### src/rtl/fmm_pkg.sv
package fmm_pkg;
    localparam int WORD_W  = 64;
    localparam int HALF_W  = WORD_W / 2;
    localparam int SP_EXP  = 8;
    localparam int SP_MAN  = 23;
    localparam int DP_EXP  = 11;
    localparam int DP_MAN  = 52;
    localparam int MAG_W   = WORD_W - 1;

    localparam logic [HALF_W-1:0] SP_QNAN = 32'h7FC0_0000;
    localparam logic [WORD_W-1:0] DP_QNAN = 64'h7FF8_0000_0000_0000;
    localparam logic [HALF_W-1:0] BOX_ONES = '1;

    // Decoded view of one operand in the selected precision.
    typedef struct packed {
        logic              sign;
        logic              is_nan;
        logic              is_snan;
        logic [MAG_W-1:0]  mag;   // magnitude, zero-extended for single
        logic [WORD_W-1:0] bits;  // value in the selected width, zero-extended
    } operand_t;
endpackage

### src/rtl/fmm_classify.sv
module fmm_classify
    import fmm_pkg::*;
(
    input  logic [WORD_W-1:0] raw,
    input  logic              is_single,
    output operand_t          opnd
);
    logic              boxed;
    logic [HALF_W-1:0] sp_word;
    logic [SP_EXP-1:0] sp_exp;
    logic [SP_MAN-1:0] sp_man;
    logic [DP_EXP-1:0] dp_exp;
    logic [DP_MAN-1:0] dp_man;
    logic              sp_nan, dp_nan;

    always_comb begin
        boxed   = (raw[WORD_W-1:HALF_W] == BOX_ONES);
        sp_word = boxed ? raw[HALF_W-1:0] : SP_QNAN;
        sp_exp  = sp_word[HALF_W-2 -: SP_EXP];
        sp_man  = sp_word[SP_MAN-1:0];
        dp_exp  = raw[WORD_W-2 -: DP_EXP];
        dp_man  = raw[DP_MAN-1:0];
        sp_nan  = (&sp_exp) && (|sp_man);
        dp_nan  = (&dp_exp) && (|dp_man);

        if (is_single) begin
            opnd.sign    = sp_word[HALF_W-1];
            opnd.is_nan  = sp_nan;
            opnd.is_snan = sp_nan && !sp_man[SP_MAN-1];
            opnd.mag     = {{(MAG_W-HALF_W+1){1'b0}}, sp_word[HALF_W-2:0]};
            opnd.bits    = {{HALF_W{1'b0}}, sp_word};
        end else begin
            opnd.sign    = raw[WORD_W-1];
            opnd.is_nan  = dp_nan;
            opnd.is_snan = dp_nan && !dp_man[DP_MAN-1];
            opnd.mag     = raw[MAG_W-1:0];
            opnd.bits    = raw;
        end
    end
endmodule

### src/rtl/fmm_order.sv
module fmm_order
    import fmm_pkg::*;
(
    input  operand_t a,
    input  operand_t b,
    input  logic     want_max,
    output logic     take_b
);
    logic a_lt_b, b_lt_a;

    always_comb begin
        if (a.sign != b.sign) begin
            // Opposite signs: negative side is smaller, so -0 < +0.
            a_lt_b = a.sign;
            b_lt_a = b.sign;
        end else if (!a.sign) begin
            a_lt_b = a.mag < b.mag;
            b_lt_a = b.mag < a.mag;
        end else begin
            a_lt_b = a.mag > b.mag;
            b_lt_a = b.mag > a.mag;
        end
        take_b = want_max ? a_lt_b : b_lt_a;
    end
endmodule

### src/rtl/fmm_select.sv
module fmm_select
    import fmm_pkg::*;
(
    input  operand_t          a,
    input  operand_t          b,
    input  logic              is_single,
    input  logic              want_max,
    output logic [WORD_W-1:0] res,
    output logic              invalid
);
    logic              take_b;
    logic [WORD_W-1:0] pick;

    fmm_order u_order (
        .a        (a),
        .b        (b),
        .want_max (want_max),
        .take_b   (take_b)
    );

    always_comb begin
        invalid = a.is_snan || b.is_snan;
        if (a.is_nan && b.is_nan)
            pick = is_single ? {{HALF_W{1'b0}}, SP_QNAN} : DP_QNAN;
        else if (a.is_nan)
            pick = b.bits;
        else if (b.is_nan)
            pick = a.bits;
        else
            pick = take_b ? b.bits : a.bits;
        res = is_single ? {BOX_ONES, pick[HALF_W-1:0]} : pick;
    end
endmodule

### src/rtl/fminmax_unit.sv
module fminmax_unit
    import fmm_pkg::*;
(
    input  logic              clk,
    input  logic              rst_n,
    input  logic              in_valid,
    input  logic [WORD_W-1:0] op_a,
    input  logic [WORD_W-1:0] op_b,
    input  logic              is_single,
    input  logic              want_max,
    output logic              out_valid,
    output logic [WORD_W-1:0] result,
    output logic              invalid_flag
);
    logic [WORD_W-1:0] raw [2];
    operand_t          opnd [2];
    logic [WORD_W-1:0] sel_res;
    logic              sel_inv;
    logic              single_q;

    assign raw[0] = op_a;
    assign raw[1] = op_b;

    for (genvar gi = 0; gi < 2; gi++) begin : g_cls
        fmm_classify u_cls (
            .raw       (raw[gi]),
            .is_single (is_single),
            .opnd      (opnd[gi])
        );
    end

    fmm_select u_sel (
        .a         (opnd[0]),
        .b         (opnd[1]),
        .is_single (is_single),
        .want_max  (want_max),
        .res       (sel_res),
        .invalid   (sel_inv)
    );

    always_ff @(posedge clk or negedge rst_n) begin
        if (!rst_n) begin
            out_valid    <= 1'b0;
            result       <= '0;
            invalid_flag <= 1'b0;
            single_q     <= 1'b0;
        end else begin
            out_valid <= in_valid;
            if (in_valid) begin
                result       <= sel_res;
                invalid_flag <= sel_inv;
                single_q     <= is_single;
            end
        end
    end

    // Port-level decode used only by the checks below.
    function automatic logic dbl_snan(input logic [WORD_W-1:0] x);
        return (x[62:52] == 11'h7FF) && (x[51:0] != '0) && !x[51];
    endfunction
    function automatic logic dbl_quiet_or_num(input logic [WORD_W-1:0] x);
        return !dbl_snan(x);
    endfunction

    assert_hold_R1: assert property (@(posedge clk) disable iff (!rst_n)
        !in_valid |=> $stable(result) && $stable(invalid_flag));

    assert_snan_flag_R5: assert property (@(posedge clk) disable iff (!rst_n)
        in_valid && !is_single && (dbl_snan(op_a) || dbl_snan(op_b)) |=> invalid_flag);

    assert_quiet_noflag_R4: assert property (@(posedge clk) disable iff (!rst_n)
        in_valid && !is_single && dbl_quiet_or_num(op_a) && dbl_quiet_or_num(op_b)
        |=> !invalid_flag);

    assert_dp_canon_R7: assert property (@(posedge clk) disable iff (!rst_n)
        out_valid && !single_q && (result[62:52] == 11'h7FF) && (result[51:0] != '0)
        |-> result == DP_QNAN);

    assert_sp_canon_R7: assert property (@(posedge clk) disable iff (!rst_n)
        out_valid && single_q && (result[30:23] == 8'hFF) && (result[22:0] != '0)
        |-> result[31:0] == SP_QNAN);

    assert_boxed_R8: assert property (@(posedge clk) disable iff (!rst_n)
        out_valid && single_q |-> result[63:32] == BOX_ONES);
endmodule

### config.mk
export PLATFORM = sky130hd
export DESIGN_NAME = fminmax_unit
export DESIGN_NICKNAME = d
export VERILOG_FILES = /design/src/rtl/fmm_pkg.sv /design/src/rtl/fmm_classify.sv /design/src/rtl/fmm_order.sv /design/src/rtl/fmm_select.sv /design/src/rtl/fminmax_unit.sv
export SDC_FILE = /design/constraint.sdc
export NUM_CORES = 1
export LEC_CHECK = 0
export BUFFER_PORTS_ARGS = -buffer_cell sky130_fd_sc_hd__buf_2
export CORE_AREA = 2 2 86 171
export CTS_CLUSTER_SIZE = 40
export DETAILED_ROUTE_END_ITERATION = 8
export DIE_AREA = 0 0 88 173
export HOLD_SLACK_MARGIN = 0.03
export PLACE_DENSITY_LB_ADDON = 0.3
export SETUP_SLACK_MARGIN = 0.5
export SYNTH_ARGS = -nofsm -noshare
export SYNTH_HDL_FRONTEND = slang
export SYNTH_HIERARCHICAL = 1
export SYNTH_SLANG_ARGS = --single-unit
### constraint.sdc
create_clock -name clk -period 0.8 [get_ports clk]
set_input_delay 0.16 -clock clk [delete_from_list [all_inputs] [get_ports clk]]
set_output_delay 0.16 -clock clk [all_outputs]
set_load 0.005 [all_outputs]
==> results of run 1 <==
Yosys cell counts (all sizes together) (3+ instances only):
| cell type | n | share of area |
|---|---|---|
| o221a | 9 | 0.013 |
| mux2 | 65 | 0.12 |
| ha | 63 | 0.10 |
| o21ai | 19 | 0.013 |
| or4 | 4 | 0.0050 |
| or2 | 19 | 0.016 |
| nor2b | 115 | 0.096 |
| o31a | 3 | 0.0035 |
| nor4 | 25 | 0.022 |
| nand2b | 4 | 0.0043 |
| nand2 | 18 | 0.0089 |
| buf | 152 | 0.15 |
| nor3 | 23 | 0.017 |
| a21o | 3 | 0.0030 |
| a221o | 23 | 0.030 |
| nor2 | 34 | 0.017 |
| a21oi | 36 | 0.024 |
| inv | 67 | 0.034 |
| a22o | 23 | 0.027 |
| nand4 | 33 | 0.027 |
| dfrtp | 66 | 0.22 |
| clkbuf | 11 | 0.0055 |
| a221oi | 3 | 0.0035 |
| nand3 | 13 | 0.0086 |
| and4 | 3 | 0.0035 |
kinds of logic (layout without fill, tap and decap cells):
kind of cell | Yosys count | after routing
compound gates | 133 | 133
xor+xnor | 1 | 1
fa+ha+maj | 63 | 63
buf+inv | 230 | 554
flops | 66 | 66
mux | 65 | 65
simple gates | 296 | 298
critical path, delay by kind of cell:
kind / cells / cell delay [ns]
buffers and inverters: 5 / 0.81
muxes: 1 / 0.26
and+or+nand+nor: 10 / 1.52
adders and majority gates: 1 / 0.25
AOI/OAI and AO/OA: 5 / 1.13
final cells by class:
cell class                 instances  area (sq um)
clock buffer                      11         242.7
clock inverter                     5         30.03
fill                             879          2828
inverter                          67         256.5
multi-input combinational        560          5027
sequential                        66          1653
tap                              189         236.5
timing repair buffer             471          3541
path summary, 6_finish.rpt:
check / start / cells past startpoint / to
worst max-delay path: op_b[62] / 22 / result[16]
worst min-delay path: rst_n / 2 / result[40]
worst max register to register: result[29] / 2 / result[29]
worst min register to register: result[10] / 1 / result[10]
max in group asynchronous: rst_n / 2 / result[9]
min in group clk: in_valid / 2 / out_valid
power by group through the flow:
stage | clock [W] | combinational [W] | sequential, W
3_3_place_gp | 0 | 0.00470 | 0.00407
6_report | 0.00383 | 0.00609 | 0.00403
3_5_place_dp | 0 | 0.00480 | 0.00407
4_1_cts | 0.00386 | 0.00523 | 0.00402
2_1_floorplan | 0 | 0.00287 | 0.00405
5_1_grt | 0.00401 | 0.00646 | 0.00406
routing by layer:
| metal | up-vias | GRT usage | wire length, microns |
|---|---|---|---|
| li1 | 3551 | - | - |
| met3 | 164 | 0.04726 | 1539 |
| met4 | 2 | 0.2282 | 2344 |
| met1 | 3746 | 0.3045 | 8875 |
| met2 | 448 | 0.6127 | 15050 |
| met5 | - | 0 | 6 |
through the flow:
step / cell area [sq um] / utilization / TNS (ns)
after global placement: 9438 / 0.6832 / -220.01
after global routing: 10990 / 0.7953 / -216.51
after CTS: 10200 / 0.7386 / -204.66
final: 10990 / 0.7953 / -210.48
after detailed placement: 9438 / 0.6832 / -219.98
after floorplan: 7721 / - / -185.22
state kept, by name (all words and copies together), names as in the netlist:
signal,flops
invalid_flag,1
out_valid,1
result,64
timing repair:
action | 4_1_cts | 5_1_grt
endpoints found under the setup margin | 131 | 131
pin swaps | 17 | 22
endpoints found under the hold margin | 66 | 66
cloned | 7 | 5
gates resized for setup | 52 | 90
setup buffers | 15 | 39
==> metrics.md, run 1 <==
| Metric | Value |
|---|---|
| Status | finished with violations |
| Violated checks | hold timing, setup timing |
| Commonest cells after routing, fill and taps aside | 236 x buf_4, 179 x buf_2, 77 x nor2b_1 |
| Initial DRT Pass Iterations | 5 |
| Worst Hold Slack | -0.1927 ns |
| Crit path required time | just over 1 ns |
| Sequential power share | 0.289 |
| Netlist Area Pre-Place | roughly 7600 sq um |
| Post-Synth Adder-Cell Area | 0.1043 |
| Gpl congestion | approximately 0.98 |
| Clock power frac | 0.275 |
| Slowest Stage Delay on Critical Path | 0.38 ns |
| Die Height | 173 microns |
| Die X | 88 microns |
| CTS tree | built |
| TritonCTS Buffers | 9 |
| XOR/XNOR share of the synthesized area | 0.001159 |
| Max_slew headroom | 0.5690 |
| Crit Path Class | input port to register |
| Largest net degree at the start of global routing | 42 |
| Post-DRT Antenna Nets | 0 |
| CTS Buffer Depth | 2 |
| Worst-Skew Late Latency | 0.34 ns |
| Pleak | 5.445 nW |
| Synth Register Bits | between 60 and 70 |
| HPWL Detailed | approximately 19 mm |
| Placed insts | between 1000 and 1500 |
| EDFF count, synth | 0 |
| Seq/Total Area, Yosys | 0.2185 |
| First DRT Iteration DRCs | between 400 and 500 |
| Syn avg cell area | 8.852 sq um |
| RSZ-0062 raised after global routing | yes |
| CP cell instances | buf_6 > nand4_1 > nor3_4 > buf_6 > and3_4 > nor2_4 > bufbuf_16 > nor2b_4 > ha_1 > nand4_1 > nor2_2 > o31a_1 > o41a_2 > o21bai_1 > a221o_1 > nand2_2 > nor2_4 > nor2_4 > buf_4 > buf_6 > a22o_1 > mux2_4 |
| Psw | between 0.004 and 0.005 W |
| # setup viols final | 131 |
| Mux contribution to synthesized area | 0.1216 |
| WL/cell | a little over 20 microns |
| Crit. End Element | register |
| Commonest non-fill, non-tap cell in the layout | buf_4 |
| DR vias/cell | 5.779 |
| Net Count, Synth | 1050 |
| Fin crit period | 3.925 ns |
| Core area | around 14000 sq um |
| CTS Sinks | 66 |
| Share of layout cells above drive strength 1 | 0.5653 |
| Max-cap violations | 0 |
| GRT Residual Overflow | 0 |
| DR vias | a little under 8000 |
| Internal power | slightly above 0.009 W |
| Starting density of the core | 0.5472 |
| Worst reg2reg setup slack | -0.17 ns |
| Crit Path Max Fanout | 12 |
| Combinational Power Share | 0.437 |
| Initial antenna violation count | 1 |
| Critical path's slowest cell | o41a_2 |
| Count of different cell masters after synthesis | 50 |
| Max-slew violation count | 0 |
| Main combinational cell family by area after synthesis | simple AND/OR/NAND/NOR gates |
| Synth warn | 6 |
| Max Freq | about 250 MHz |
| Total power | between 0.01 and 0.015 W |
| First-pass GRT wire length | between 30 and 40 mm |
| Die area | ~15000 sq um |
| CTS Root Cell | clkbuf_16 |
| Final period util | 4.906 |
| Worst Clk Skew | 0 ns |
| # IOs | 199 |
| Area Overhead vs Synth | 45.33% |
| Ant diodes | 0 |
| Slew @ Worst Pin | roughly 0.65 ns |
| Worst vdd ir | between 1 and 1.5 mV |
| Sw Ratio | 0.3290 |
| Nets | ~1400 |
| Post-synthesis compound-gate area fraction | 0.1339 |
| # port buffers | 198 |
| Synthesized instance count | between 800 and 900 |
| DRC errors left | 0 |
| Site row count | roughly 60 |
| Vias in the first global route | 7752 |
| Hold Vio Cnt, Final | between 60 and 70 |
| Clock transition at the registers of the reported paths | 0.06 ns |
| Worst setup margin | -3.125 ns |
| Hold WC Path Type | input port to asynchronous set/reset pin |
| Post-Synth Simple-Gate Area | 0.2301 |
| CP Launch Type | input port |
| Placement Setup Slack | -3.565 ns |
| Post-synth top flop | dfrtp_1 |
| Power per Cell Area | 1269 nW/um^2 |
| Critical Path AT | between 4 and 5 ns |
| H-tree depth | 3 |
| GRT Util Overall | 0.3266 |
| Synth async-reset ratio | 1.000 |
| Fin cells | 1369 |
| Final WL | about 28 mm |
No activity file was read; power rests on OpenSTA's default activity.
==> run 2, diff against run 1 <==
- clock period: 0.8 -> 4.8 ns (I/O delays scaled with it)
==> metrics.md, run 2 (same netlist as run 1, synthesis figures left out) <==
| Metric | Value |
|---|---|
| Commonest cells after routing, fill and taps aside | 191 x buf_2, 105 x buf_4, 88 x nor2b_1 |
| Worst vdd ir | about 0.16 mV |
| DR vias | 7004 |
| Biggest register | result |
| Internal power | 0.001515 W |
| CTS Root Cell | clkbuf_16 |
| Core area | approximately 14000 sq um |
| Final non-filler cell area | between 9000 and 10000 sq um |
| Sw Ratio | 0.3138 |
| Critical path launch point | op_a[37] |
| Slowest Stage Delay on Critical Path | between 0.3 and 0.4 ns |
| # IOs | a little under 200 |
| Share of layout cells above drive strength 1 | 0.4785 |
| First DRT Iteration DRCs | roughly 290 |
| Commonest non-fill, non-tap cell in the layout | buf_2 |
| GRT Residual Overflow | 0 |
| Area Overhead vs Synth | 24.68% |
| Critical register-to-register path startpoint | result[32] |
| HPWL Detailed | ~18 mm |
| Gpl congestion | approximately 1 |
| Max Freq | between 200 and 250 MHz |
| WP depth | 21 |
| H-tree depth | 3 |
| # setup viols final | 0 |
| Combinational Power Share | 0.365 |
| Clock transition at the registers of the reported paths | approximately 0.06 ns |
| Vias in the first global route | between 6000 and 7000 |
| First-pass GRT wire length | roughly 35 mm |
| TritonCTS Buffers | 9 |
| Ant diodes | 0 |
| Initial antenna violation count | 1 |
| Sequential power share | 0.302 |
| Power per Cell Area | 234.3 nW/um^2 |
| Worst-Skew Late Latency | roughly 0.33 ns |
| RSZ-0062 raised after global routing | yes |
| CP cell instances | buf_2 > nand4_1 > nor4_2 > and3_4 > nor2_4 > buf_12 > nor2b_2 > inv_1 > ha_1 > o21ai_1 > nor2_1 > o31a_1 > o41a_2 > o21bai_1 > a221o_1 > nand2_2 > nor2_1 > nor2_2 > buf_12 > a221o_1 > mux2_4 |
| Max_slew headroom | 0.09776 |
| Hold Crit Depth | 1 |
| Clock power frac | 0.333 |
| Crit Path Class | input port to register |
| Number of flip-flops under the largest register name | 64 |
| Starting density of the core | 0.5472 |
| Critical Path AT | 4.85 ns |
| Hold Vio Cnt, Final | 0 |
| WP buf/inv | 4 |
| Fin crit period | about 4.6 ns |
| FF-to-FF path depth | 1 |
| Final period util | 0.9661 |
| Max-slew violation count | 0 |
| Max-cap violations | 0 |
| DR vias/cell | around 5.8 |
| Pleak | ~4.5 nW |
| Psw | 0.0006929 W |
| Site row count | 61 |
| Biggest regs | result (64), invalid_flag (1), out_valid (1) |
| CTS tree | built |
| CP Launch Type | input port |
| Initial DRT Pass Iterations | 5 |
| Crit Path Max Fanout | 21 |
| Placed cell areas | about 8600 sq um |
| DRC errors left | 0 |
| CTS Buffer Depth | 2 |
| Post-DRT Antenna Nets | 0 |
| Nets | roughly 1200 |
| GRT Util Overall | 0.2979 |
| Final WL | between 20 and 25 mm |
| Die X | between 80 and 90 microns |
| Crit. End Element | register |
| Status | complete, no violations |
| CTS Sinks | 66 |
| Hold WC Path Type | register to register |
| HP Start | result[60] |
| Die area | around 15000 sq um |
| Critical path's slowest cell | o41a_2 |
| Largest net degree at the start of global routing | 47 |
| # port buffers | between 150 and 200 |
| Fin Setup TNS | 0 ns |
| Family with the most delay on the worst path | compound AO/OA/AOI/OAI gates |
| Crit path required time | approximately 5 ns |
| Die Height | approximately 170 microns |
| Slew @ Worst Pin | between 1 and 1.5 ns |
| WL/cell | about 20 microns |
| Worst Clk Skew | 0 ns |
[run 2: area by class of cell]
cell class              instances  area, sq um
clock inverters                 5        77.57
inverters                      67        256.5
well taps                     189        236.5
clock buffers                  11        242.7
multi-input cells             560         4911
repair buffers                313         2049
fillers                      1089         4389
flip-flops and latches         66         1652
[run 2: power by group through the flow]
stage	registers (W)	clock network, W	logic (W)
floorplan	0.000676	0	0.000478
global placement	0.000675	0	0.000713
detailed placement	0.000675	0	0.000725
CTS	0.000667	0.000746	0.000760
global route	0.000675	0.000772	0.000866
finish	0.000666	0.000736	0.000807
[run 2: per-layer routing]
metal / track usage / vias up / part of all wire
li1: - / 3246 / -
met1: 0.2861 / 3313 / 0.33
met2: 0.5650 / 340 / 0.56
met3: 0.04153 / 103 / 0.049
met4: 0.1795 / 2 / 0.061
met5: 0 / - / 0.00067
[run 2: final timing paths]
kind | slack (ns) | to
setup / recovery | 0.16 | result[33]
hold / removal | 0.50 | result[60]
setup reg to reg | 3.99 | result[32]
hold reg to reg | 0.50 | result[60]
max in group asynchronous | 3.06 | result[19]
min in group asynchronous | 0.74 | result[37]
[run 2: metrics by stage]
stage          instances  hold WS [ns]  setup WS (ns)  power, W  utilization
2_1_floorplan        854        0.5053         0.2351  0.001154            -
3_3_place_gp        1182        0.4890        -0.2400  0.001389       0.6216
3_5_place_dp        1182        0.4887        -0.2228  0.001400       0.6216
4_1_cts             1206        0.5060         0.2697  0.002173       0.6626
5_1_grt             1211        0.5224        0.03754  0.002313       0.6823
6_report            1211        0.5023         0.1628  0.002208       0.6823
[run 2: repair_timing]
item / CTS / global route
cloned: 1 / 4
setup endpoints to repair: 64 / 64
pin swaps: 10 / 9
gates resized for setup: 42 / 40
hold buffers: 0 / 0
setup buffers: 7 / 1
==> run 3, diff against run 2 <==
- CORE_AREA: 2 2 86 171 -> 8 8 92 177
- DIE_AREA: 0 0 88 173 -> 0 0 100 185
==> metrics.md, run 3 (same netlist as run 1, synthesis figures left out) <==
| Metric | Value |
|---|---|
| Status | finished with violations |
| Violated checks | setup timing |
| First-pass GRT wire length | a little over 40 mm |
| First DRT Iteration DRCs | about 500 |
| Hold WC Path Type | register to register |
| HP Start | result[11] |
| H-tree depth | 3 |
| Starting density of the core | 0.5354 |
| Post-DRT Antenna Nets | 0 |
| # port buffers | a little under 200 |
| Placement Setup Slack | -0.3041 ns |
| FF-to-FF path depth | 1 |
| Fin crit period | 4.874 ns |
| Area Overhead vs Synth | 33.10% |
| Hold Crit Depth | 1 |
| DR vias | about 7400 |
| Finished Core Util | 0.7127 |
| Internal power | between 0.0015 and 0.002 W |
| RSZ-0062 raised after global routing | yes |
| Max-slew violation count | 0 |
| Die X | roughly 100 microns |
| CTS Root Cell | clkbuf_16 |
| Crit Path Class | input port to register |
| Hold Vio Cnt, Final | 0 |
| Share of layout cells above drive strength 1 | 0.5064 |
| Worst reg2reg setup slack | 3.98 ns |
| Crit Path Max Fanout | 15 |
| Gpl congestion | 0.9279 |
| Psw | slightly above 0.0007 W |
| Commonest cells after routing, fill and taps aside | 181 x buf_2, 160 x buf_4, 90 x nor2b_1 |
| DRC errors left | 0 |
| CTS Buffer Depth | 2 |
| Max_slew headroom | 0.3743 |
| Worst-Skew Late Latency | 0.33 ns |
| Met2 WL | approximately 13 mm |
| WHS Endpoint | result[11] |
| Final WL | about 27 mm |
| Critical register-to-register path startpoint | result[63] |
| Clock power frac | 0.317 |
| Number of flip-flops under the largest register name | 64 |
| CTS tree | built |
| Critical Path AT | 5.09 ns |
| DR vias/cell | just under 6 |
| Die area | ~19000 sq um |
| Vias in the first global route | slightly below 8000 |
| Max Used Layer | met5 |
| Max Freq | 205.2 MHz |
| Fillcell total | roughly 1100 |
| CP Launch Type | input port |
| Nets | about 1300 |
| Met3 routed WL | 1.988 mm |
| Commonest non-fill, non-tap cell in the layout | buf_2 |
| DRT met1 WL | ~10 mm |
| Ant diodes | 0 |
| Hold Buf Count CTS | 0 |
| Sequential power share | 0.292 |
| Clock transition at the registers of the reported paths | 0.06 ns |
| Core area | 14120 sq um |
| Pleak | between 4 and 5 nW |
| TritonCTS Buffers | 9 |
| HPWL Detailed | between 15 and 20 mm |
| GRT Util Overall | 0.2834 |
| Max-cap violations | 0 |
| Crit. End Element | register |
| Biggest regs | result (64), invalid_flag (1), out_valid (1) |
| GRT Residual Overflow | 0 |
| Die Height | about 190 microns |
| CTS Sinks | 66 |
| # setup viols final | 59 |
| Power per Cell Area | between 200 and 250 nW/um^2 |
| Worst setup margin | -0.07428 ns |
| Reg2reg end | result[63] |
| WL/cell | between 20 and 25 microns |
| Crit path required time | 5.02 ns |
| Site row count | 62 |
| Largest net degree at the start of global routing | 52 |
| Initial antenna violation count | 1 |
| Final period util | 1.015 |
| Slew @ Worst Pin | about 0.94 ns |
| Initial DRT Pass Iterations | 5 |
| Combinational Power Share | 0.391 |
| Sw Ratio | 0.3170 |
| Biggest register | result |
| # IOs | roughly 200 |
| Worst vdd ir | 0.1634 mV |
| Worst Clk Skew | 0 ns |
-- run 3: cell types whose count changed in the layout (fill, tap and decap cells not counted), moves of 5 or more --
cell	change
buf_4	+55
buf_6	+13
nor2b_4	-5
o221a_4	+7
nor3_1	+6
buf_2	-10
o221a_2	-7
nor2_4	+8
nor3_4	-6
buf_16	+5
-- run 3: worst max-delay path, cell delays in order --
cell      delay, ns
buf_6          0.07
nand4_1        0.15
nor4_4         0.33
buf_4          0.17
and3_4         0.24
buf_6          0.14
nor2_4         0.06
or2_4          0.26
ha_4           0.22
a21o_1         0.16
a221o_1        0.33
a221oi_2       0.26
o21ai_1        0.10
o21bai_1       0.18
buf_4          0.14
o211ai_1       0.10
nand2_2        0.13
buf_6          0.11
nand2b_4       0.05
nor2b_4        0.16
buf_12         0.16
a221o_1        0.33
mux2_4         0.26
-- run 3: power by group through the flow --
stage          sequential, W  combinational (W)  clock (W)
2_1_floorplan       0.000676           0.000478          0
3_3_place_gp        0.000674           0.000730          0
3_5_place_dp        0.000676           0.000742          0
4_1_cts             0.000668           0.000854   0.000738
5_1_grt             0.000677           0.000958   0.000756
6_report            0.000669           0.000895   0.000725
-- run 3: worst max path at each step --
stage	slack [ns]	startpoint	cells past startpoint	to
global route	-0.20	op_b[40]	21	result[49]
finish	-0.07	op_b[40]	23	result[49]
detailed placement	-0.30	op_a[55]	21	result[14]
CTS	0.13	op_a[32]	23	result[49]
global placement	-0.22	op_a[45]	21	result[14]
floorplan	0.24	op_a[32]	22	result[46]
-- run 3: routing by layer --
| layer | global-route usage | vias up |
|---|---|---|
| li1 | - | 3389 |
| met1 | 0.3068 | 3512 |
| met2 | 0.4832 | 400 |
| met3 | 0.06062 | 111 |
| met4 | 0.1884 | 2 |
| met5 | 0 | - |
-- run 3: cell type report --
class                      instances  area, sq um  area share
clock inverter                     6        90.09    0.008953
timing repair buffer             374         2641      0.2625
inverter                          67        256.5     0.02549
tap                              192        240.2     0.02387
clock buffer                      10        229.0     0.02276
sequential                        66         1652      0.1641
multi-input combinational        565         4954      0.4923
-- run 3: timing repair --
| action | CTS | global route |
|---|---|---|
| buffers inserted | 39 | 5 |
| setup endpoints to repair | 64 | 64 |
| gates resized for setup | 81 | 18 |
| gates cloned | 11 | 1 |
| pin swaps | 31 | 11 |
-- run 3: through the flow --
| step | TNS [ns] | hold WS (ns) | instances | area, sq um | total power (W) |
|---|---|---|---|---|---|
| after floorplan | 0 | 0.5053 | 854 | 7721 | 0.001154 |
| after global placement | -9.881 | 0.4877 | 1208 | 8781 | 0.001404 |
| after detailed placement | -12.94 | 0.4923 | 1208 | 8781 | 0.001418 |
| after CTS | 0 | 0.5057 | 1274 | 9920 | 0.002259 |
| after global routing | -9.797 | 0.5120 | 1280 | 10060 | 0.002391 |
| final | -2.368 | 0.5029 | 1280 | 10060 | 0.002290 |
